**src/rtl/gpio_pkg.sv**
```systemverilog
package gpio_pkg;
  localparam int CFG_W     = 8;
  localparam int CB_OUT_EN = 0;
  localparam int CB_IN_EN  = 1;
  localparam int CB_DRV_EN = 2;
  localparam int CB_IRQ_EN = 3;
  localparam int CB_TRIG   = 5;

  typedef enum logic [2:0] {
    TRIG_HIGH = 3'd0,
    TRIG_LOW  = 3'd1,
    TRIG_RISE = 3'd2,
    TRIG_FALL = 3'd3,
    TRIG_BOTH = 3'd4
  } trig_e;

  // word indices (byte address >> 2)
  localparam logic [5:0] WI_PEND  = 6'd32;
  localparam logic [5:0] WI_IN    = 6'd33;
  localparam logic [5:0] WI_OUT   = 6'd34;
  localparam logic [5:0] WI_ALL   = 6'd35;
  localparam logic [5:0] WI_GRP0  = 6'd36;
  localparam logic [5:0] WI_GRP3  = 6'd39;
  localparam logic [5:0] WI_CLR   = 6'd40;
  localparam logic [5:0] WI_SET   = 6'd41;
endpackage

```
**src/rtl/gpio_in_sync.sv**
```systemverilog
module gpio_in_sync #(
  parameter int WIDTH = 32
) (
  input  logic             clk,
  input  logic             rst,
  input  logic [WIDTH-1:0] async_in,
  output logic [WIDTH-1:0] sync_out
);
  logic [WIDTH-1:0] meta_q;
  logic [WIDTH-1:0] sync_q;

  always_ff @(posedge clk) begin
    if (rst) begin
      meta_q <= '0;
      sync_q <= '0;
    end else begin
      meta_q <= async_in;
      sync_q <= meta_q;
    end
  end

  assign sync_out = sync_q;
endmodule

```
**src/rtl/gpio_port_irq.sv**
```systemverilog
module gpio_port_irq
  import gpio_pkg::*;
(
  input  logic             clk,
  input  logic             rst,
  input  logic [CFG_W-1:0] cfg,
  input  logic             level,
  input  logic             clr,
  output logic             pending
);
  logic  prev_q;
  logic  pend_q;
  logic  hit;
  trig_e trig;

  assign trig = trig_e'(cfg[CB_TRIG +: 3]);

  always_comb begin
    unique case (trig)
      TRIG_HIGH: hit = level;
      TRIG_LOW:  hit = ~level;
      TRIG_RISE: hit = level & ~prev_q;
      TRIG_FALL: hit = ~level & prev_q;
      TRIG_BOTH: hit = level ^ prev_q;
      default:   hit = 1'b0;
    endcase
  end

  always_ff @(posedge clk) begin
    if (rst) begin
      prev_q <= 1'b0;
      pend_q <= 1'b0;
    end else begin
      prev_q <= level;
      if (clr)
        pend_q <= 1'b0;
      else if (cfg[CB_IRQ_EN] && hit)
        pend_q <= 1'b1;
    end
  end

  assign pending = pend_q;
endmodule

```
**src/rtl/gpio_port_ctrl.sv**
```systemverilog
module gpio_port_ctrl
  import gpio_pkg::*;
#(
  parameter int NUM_PORTS = 32
) (
  input  logic                 clk,
  input  logic                 rst,
  input  logic                 psel,
  input  logic                 penable,
  input  logic                 pwrite,
  input  logic [7:0]           paddr,
  input  logic [31:0]          pwdata,
  output logic [31:0]          prdata,
  input  logic [NUM_PORTS-1:0] pad_in,
  output logic [NUM_PORTS-1:0] pad_out,
  output logic [NUM_PORTS-1:0] pad_oe,
  output logic [NUM_PORTS-1:0] irq_vec
);
  localparam int GRP_W = 8;

  logic [5:0]           widx;
  logic                 wr_en;
  logic                 rd_en;
  logic [CFG_W-1:0]     cfg_q [NUM_PORTS];
  logic [NUM_PORTS-1:0] out_q;
  logic [NUM_PORTS-1:0] lvl_sync;
  logic [NUM_PORTS-1:0] in_vis;
  logic [NUM_PORTS-1:0] clr_vec;
  logic [NUM_PORTS-1:0] pend_vec;
  logic [NUM_PORTS-1:0] out_en_vec;
  logic [31:0]          rd_word;
  logic [31:0]          prdata_q;

  assign widx  = paddr[7:2];
  assign wr_en = psel & penable & pwrite;
  assign rd_en = psel & ~penable & ~pwrite;

  gpio_in_sync #(.WIDTH(NUM_PORTS)) sync_i (
    .clk      (clk),
    .rst      (rst),
    .async_in (pad_in),
    .sync_out (lvl_sync)
  );

  // configuration words: per pin, per group of eight, or broadcast
  always_ff @(posedge clk) begin
    if (rst) begin
      for (int i = 0; i < NUM_PORTS; i++) cfg_q[i] <= '0;
    end else if (wr_en) begin
      for (int i = 0; i < NUM_PORTS; i++) begin
        if (widx == 6'(i))
          cfg_q[i] <= pwdata[CFG_W-1:0];
        else if (widx == WI_ALL)
          cfg_q[i] <= pwdata[CFG_W-1:0];
        else if (widx >= WI_GRP0 && widx <= WI_GRP3 && widx[1:0] == 2'(i / GRP_W))
          cfg_q[i] <= pwdata[CFG_W-1:0];
      end
    end
  end

  // output data with atomic set / clear
  always_ff @(posedge clk) begin
    if (rst) begin
      out_q <= '0;
    end else if (wr_en) begin
      unique case (widx)
        WI_OUT:  out_q <= pwdata[NUM_PORTS-1:0];
        WI_SET:  out_q <= out_q | pwdata[NUM_PORTS-1:0];
        WI_CLR:  out_q <= out_q & ~pwdata[NUM_PORTS-1:0];
        default: out_q <= out_q;
      endcase
    end
  end

  assign clr_vec = (wr_en && widx == WI_PEND) ? pwdata[NUM_PORTS-1:0] : '0;

  for (genvar g = 0; g < NUM_PORTS; g++) begin : g_port
    gpio_port_irq irq_i (
      .clk     (clk),
      .rst     (rst),
      .cfg     (cfg_q[g]),
      .level   (lvl_sync[g]),
      .clr     (clr_vec[g]),
      .pending (pend_vec[g])
    );
    assign in_vis[g]     = lvl_sync[g] & cfg_q[g][CB_IN_EN];
    assign out_en_vec[g] = cfg_q[g][CB_OUT_EN];
    assign pad_oe[g]     = cfg_q[g][CB_DRV_EN];
  end

  assign pad_out = out_q & out_en_vec;
  assign irq_vec = pend_vec;

  always_comb begin
    rd_word = '0;
    if (widx < 6'd32) begin
      for (int i = 0; i < NUM_PORTS; i++)
        if (widx == 6'(i)) rd_word = 32'(cfg_q[i]);
    end else begin
      unique case (widx)
        WI_PEND: rd_word = 32'(pend_vec);
        WI_IN:   rd_word = 32'(in_vis);
        WI_OUT:  rd_word = 32'(out_q);
        default: rd_word = '0;
      endcase
    end
  end

  always_ff @(posedge clk) begin
    if (rst)        prdata_q <= '0;
    else if (rd_en) prdata_q <= rd_word;
  end

  assign prdata = prdata_q;
endmodule

```
**config.mk**
```make
export PLATFORM = sky130hd
export DESIGN_NAME = gpio_port_ctrl
export DESIGN_NICKNAME = d
export VERILOG_FILES = /design/src/rtl/gpio_pkg.sv /design/src/rtl/gpio_in_sync.sv /design/src/rtl/gpio_port_irq.sv /design/src/rtl/gpio_port_ctrl.sv
export SDC_FILE = /design/constraint.sdc
export NUM_CORES = 1
export LEC_CHECK = 0
export BUFFER_PORTS_ARGS = -buffer_cell sky130_fd_sc_hd__buf_2
export CAP_MARGIN = 5
export CORE_UTILIZATION = 55
export CTS_BUF_LIST = sky130_fd_sc_hd__clkbuf_4
export DETAILED_ROUTE_END_ITERATION = 10
export PLACE_DENSITY = 0.75
export SYNTH_ARGS = -nofsm -noshare
export SYNTH_HDL_FRONTEND = slang
export SYNTH_SLANG_ARGS = --single-unit
```
**constraint.sdc**
```tcl
create_clock -name clk -period 3.29 [get_ports clk]
set_clock_uncertainty 0.1 [all_clocks]
set_input_delay 0.658 -clock clk [delete_from_list [all_inputs] [get_ports clk]]
set_output_delay 0.658 -clock clk [all_outputs]
set_load 0.02 [all_outputs]
```
---- After elaboration in Yosys (flattened, before gate mapping) ----
Memories as Yosys holds them, arrays and structs flattened.
Cells that the tools add are included.
word-level totals
  register bits after elaboration ......... 192
  bits in writable memories ............... 256
  bits of input ports ..................... 77
  output and inout bits ................... 128
  word-level logic and storage cells ...... 1,203
  memories ................................ 1
memories
  name   depth  width  read ports  clocked after Yosys merged registers in  write ports  line                  source
  cfg_q  32     8      32          0                                        32           gpio_port_ctrl.sv:24  logic [CFG_W-1:0] cfg_q [NUM_PORTS];
cells by class
  $lt $le $gt $ge ......................... 3
  equal/unequal tests ..................... 168
  muxes and demuxes ....................... 559
  bitwise gates (word level) .............. 298
  reduce and logical (&&, ||, !) cells .... 106
operators with widths
  cell                count
  $mux 32             33
  $mux 8              97
  $mux 1              395
  $eq 3x2->1 const B  64
  $pmux 32 s3         2
  $pmux 1 s5          32
  $and 1x1->1         100
  $eq 3x1->1 const B  32
  $eq 3x3->1 const B  32
  $eq 6x5->1 const B  16
  $logic_not 3->1     32
  $or 1x1->1          96
  $not 1->1           66
  $and 32x32->32      2
  $reduce_or 2->1     32
  $eq 6x4->1 const B  8
  $logic_and 1x1->1   38
  $eq 6x6->1 const B  6
  $not 32->32         1
  $or 32x32->32       1
  $xor 1x1->1         32
  $eq 6x3->1 const B  4
  $eq 6x2->1 const B  2
  $eq 6x1->1 const B  1
  9 further kinds     10

---- Depth between registers and ports, before layout ----
  word-level depth ........................ 34
  gate-level depth with buffers ........... 10

---- By module ----
Synthesis repeated with hierarchy kept, for this count alone.
unflattened totals
  cells, all modules ...................... 2,165
  area total of the unflattened synthesis .. 22,379.0 um^2
by module, submodules not included
  module          instances  cells each  area an instance (um^2)  seq. area each (um^2)
  gpio_port_ctrl  1          1,518       16,056.6                 8,968.6
  gpio_port_irq   32         16          137.6                    40.0
  gpio_in_sync    1          135         1,918.1                  1,281.2

---- Worst setup path before layout ----
Ideal clock, no wire load.
  path kind ............................... input port to flip-flop
  from .................................... in paddr[6]
  to ...................................... mem cfg_q[30][0] (netlist: cfg_q[1][112]), enable pin
  library setup time ...................... 0.384 ns
  arrival ................................. 2.333 ns
  required time ........................... 2.806 ns
  path slack .............................. 0.473 ns
  stages on the path ...................... 7
  path buffers ............................ 4
  cells stage by stage .................... buf_6 > buf_4 > and4b_1 > buf_2 > buf_1 > nand2_1 > o21ai_0
RTL lines
  what         line                  source
  from (decl)  gpio_port_ctrl.sv:11  input logic [7:0] paddr,
  to (decl)    gpio_port_ctrl.sv:24

---- Final worst setup path ----
  from .................................... in paddr[5]
  to ...................................... reg prdata_q[0] (netlist: prdata[0])
between the ends
  word-level cells in the longest chain between the ends .. 34
  elaborated cells between the ends (all ways) .. 70
ends and longest elaborated chain
  what                    line                   source
  $logic_not 6->1         gpio_port_ctrl.sv:98   if (widx == 6'(i)) rd_word = 32'(cfg_q[i]);
  $mux 8                  gpio_port_ctrl.sv:98
  $mux 32 (31 in series)  gpio_port_ctrl.sv:98
  $mux 32 (*)             gpio_port_ctrl.sv:96   if (widx < 6'd32) begin
  to (signal assigned)    gpio_port_ctrl.sv:111  else if (rd_en) prdata_q <= rd_word;
  to (decl)               gpio_port_ctrl.sv:32   logic [31:0] prdata_q;
Every way passes the cells marked *; elsewhere a longest branch is shown, timed or not.
A chain may end at the register's enable or synchronous reset.

==> metrics.cfg <==
[worst_setup_path]
arrival_ns=3.18
crit_path_end_kind=flop
path_class=input pin to flop
cp_max_fo=15
worst-endpoint-required_ns=4.01
startpoint_type=input pin
regToRegEndpoint=prdata[1]
r2r_slack_ns=0.88
rr_worst_depth=6
r2r-start=cfg_q[1][1]

[sta]
max_freq_ghz=0.407
period_minus_slack_ns=2.46
hold_slack_ns=0.243
maxSlewHeadroom_pct=11.4
setup_tns_ns=0
worstMarginPinSlew_ns=1.31
maxSlewViolCount=0
rsz0062_at_grt=false
hold_viol=0
period_share_pct=74.7
setup_viol=0

[finish]
nets=2545
synthToLayoutAreaGrowth_pct=17.9
multiInputGateArea_sq_um=8840
fillers=3078
drive_gt1_share_pct=23.6
regArea_sq_um=11500

[die]
die_h_um=201
start_util_pct=56.0
row_count=72
die_area_sq_um=40300
core-area_sq_um=38700
ioPinCount=205
die_width_um=201

[clock_network]
htreeDepth=3
clock_sinks=448
cts_tree=done
root_buffer=clkbuf_4
cts_buffers=112
post_cts_buffers=0
cts_hold_buf=57
clock_latency_ns=0.87
path_clk_slew_ns=0.08
cts_buffer_depth=3
post_cts_resized=0

[yosys]
ys_warn_count=0
syn_nets=2199
syn-instance-count=2058
synthesis.area_sq_um=21700
synth_area_leaders=edfxtp_1 (35%), dfxtp_1 (18%), and2_1 (5.2%), ha_1 (3.7%), nor2_1 (3.6%)
async_flop_share_pct=0
synth_commonest_cells=edfxtp_1 (256), nor2_1 (210), dfxtp_1 (192), and2_1 (181), o21ai_0 (101)
synth_top_area_cell=edfxtp_1
yosysUniqueCellTypes=86
synth.top_cell.area_share_pct=35.4
synth_edf_count=256
synth_seq_cells=448
seq_area_frac_synth_pct=53.1
synth_most_common_cell=edfxtp_1
avgSynthCellArea_sq_um=10.5
ys.flop_type=edfxtp_1

[power_and_ir_drop]
peakVddDrop_mv=0.292
pwr_density_cell_nw_per_um2=492
leakage_nw=9.98

[min_path]
min_to=cfg_q[0][117]
min_from=pwdata[5]
min_path_type=input pin to flop
hold_depth=2

[global_route]
grt_start_max_net_pins=93
antenna_found_initial=6
grt_pass1_wl_mm=107
grt-ovfl-total=0
grtUsageTotal_pct=35.1
first_global_vias=18000

[flow_run]
drv_cap=0

[routing]
wl_per_cell_um=23.6
via_per_inst=6.05
drcViolationCount=0
drtIter0Drc=2189
drtPass1Iterations=6
wirelength_mm=71.3
num_vias=18300
postRouteAntennaNets=0

[place]
routabilityCongestion=0.945
portBuffers=202
place_hpwl_mm=51.4

[status]
status=complete, no violations

==> power breakdown <==
group	leakage (nW)	total (W)	switching, W	internal [W]
registers	4.02	0.00653	0.000294	0.00623
clock network	0.879	0.00488	0.00234	0.00254
logic	5.08	0.00118	0.000721	0.000461
==> final cells by class <==
type / instances / area share, %
Inverter: 74 / 1.09
Multi-Input combinational cell: 1352 / 34.6
Timing Repair Buffer: 416 / 10.9
Antenna cell: 4 / 0.0391
Sequential cell: 448 / 45.1
Clock buffer: 158 / 4.64
Tap cell: 518 / 2.53
Clock inverter: 53 / 1.23
==> cell usage in the layout (no fill, tap or decap), types with 57 or more instances in the layout <==
| cell | Yosys | layout |
|---|---|---|
| buf_4 | 75 | 155 |
| clkbuf_4 | 0 | 158 |
| nor2_1 | 210 | 210 |
| and2_1 | 181 | 182 |
| inv_1 | 74 | 74 |
| nor2b_1 | 79 | 79 |
| dfxtp_1 | 192 | 192 |
| dlygate4sd3_1 | 0 | 57 |
| ha_1 | 64 | 64 |
| a21oi_1 | 96 | 96 |
| buf_2 | 32 | 202 |
| a22oi_1 | 78 | 78 |
| edfxtp_1 | 256 | 256 |
| o21ai_0 | 101 | 101 |
==> metal layers <==
layer | routed length [um] | track usage [%]
met1 | 27900 | 44.8
met2 | 33700 | 57.3
met3 | 6350 | 6.12
met4 | 3260 | 18.3
met5 | 36 | 0
==> worst max-delay path by stage <==
stage	endpoint	cells past startpoint	startpoint
after floorplan	cfg_q[1][112]	7	paddr[6]
after global placement	prdata[0]	9	paddr[5]
after detailed placement	prdata[0]	9	paddr[5]
after CTS	pad_out[14]	2	cfg_q[0][112]
after global routing	prdata[0]	9	paddr[5]
final	prdata[0]	9	paddr[5]
==> sequential cells by signal (all words and copies together) (netlist names) <==
| signal | count |
|---|---|
| cfg_q | 256 |
| g_port.irq_i.prev_q | 32 |
| g_port.irq_i.pending | 32 |
| sync_i.sync_out | 32 |
| sync_i.meta_q | 32 |
| prdata | 32 |
| out_q | 32 |
==> metrics by stage <==
stage / setup WS, ns / utilization (%) / area (sq um) / cells / total power (W)
6_report: 0.834 / 66.1 / 25600 / 3023 / 0.0126
4_1_cts: 0.821 / 66.0 / 25600 / 3018 / 0.0126
2_1_floorplan: 0.473 / - / 21700 / 2058 / 0.00725
3_3_place_gp: 0.0257 / 60.7 / 23500 / 2750 / 0.00770
5_1_grt: 0.753 / 66.0 / 25600 / 3022 / 0.0130
3_5_place_dp: 0.0267 / 60.7 / 23500 / 2750 / 0.00774
==> critical path, cell delays in order <==
cell and delay (ns):
buf_2 0.22, buf_4 0.22, or4_4 0.54, nor2_2 0.30, a222oi_1 0.18, a21oi_1 0.23
o21ai_1 0.16, a2111oi_2 0.49, o31a_1 0.19
==> cell families (layout without fill, tap and decap cells) <==
| group | Yosys count | in the layout | synth area share [%] |
|---|---|---|---|
| fa+ha+maj | 64 | 64 | 3.69 |
| mux | 54 | 54 | 2.58 |
| simple gates | 691 | 691 | 17.3 |
| compound gates | 510 | 510 | 15.9 |
| other cells | 0 | 4 | 0 |
| buf+inv | 258 | 701 | 6.13 |
| flops | 448 | 448 | 53.1 |
| xor+xnor | 33 | 33 | 1.33 |
No activity file was read; power rests on OpenSTA's default activity.
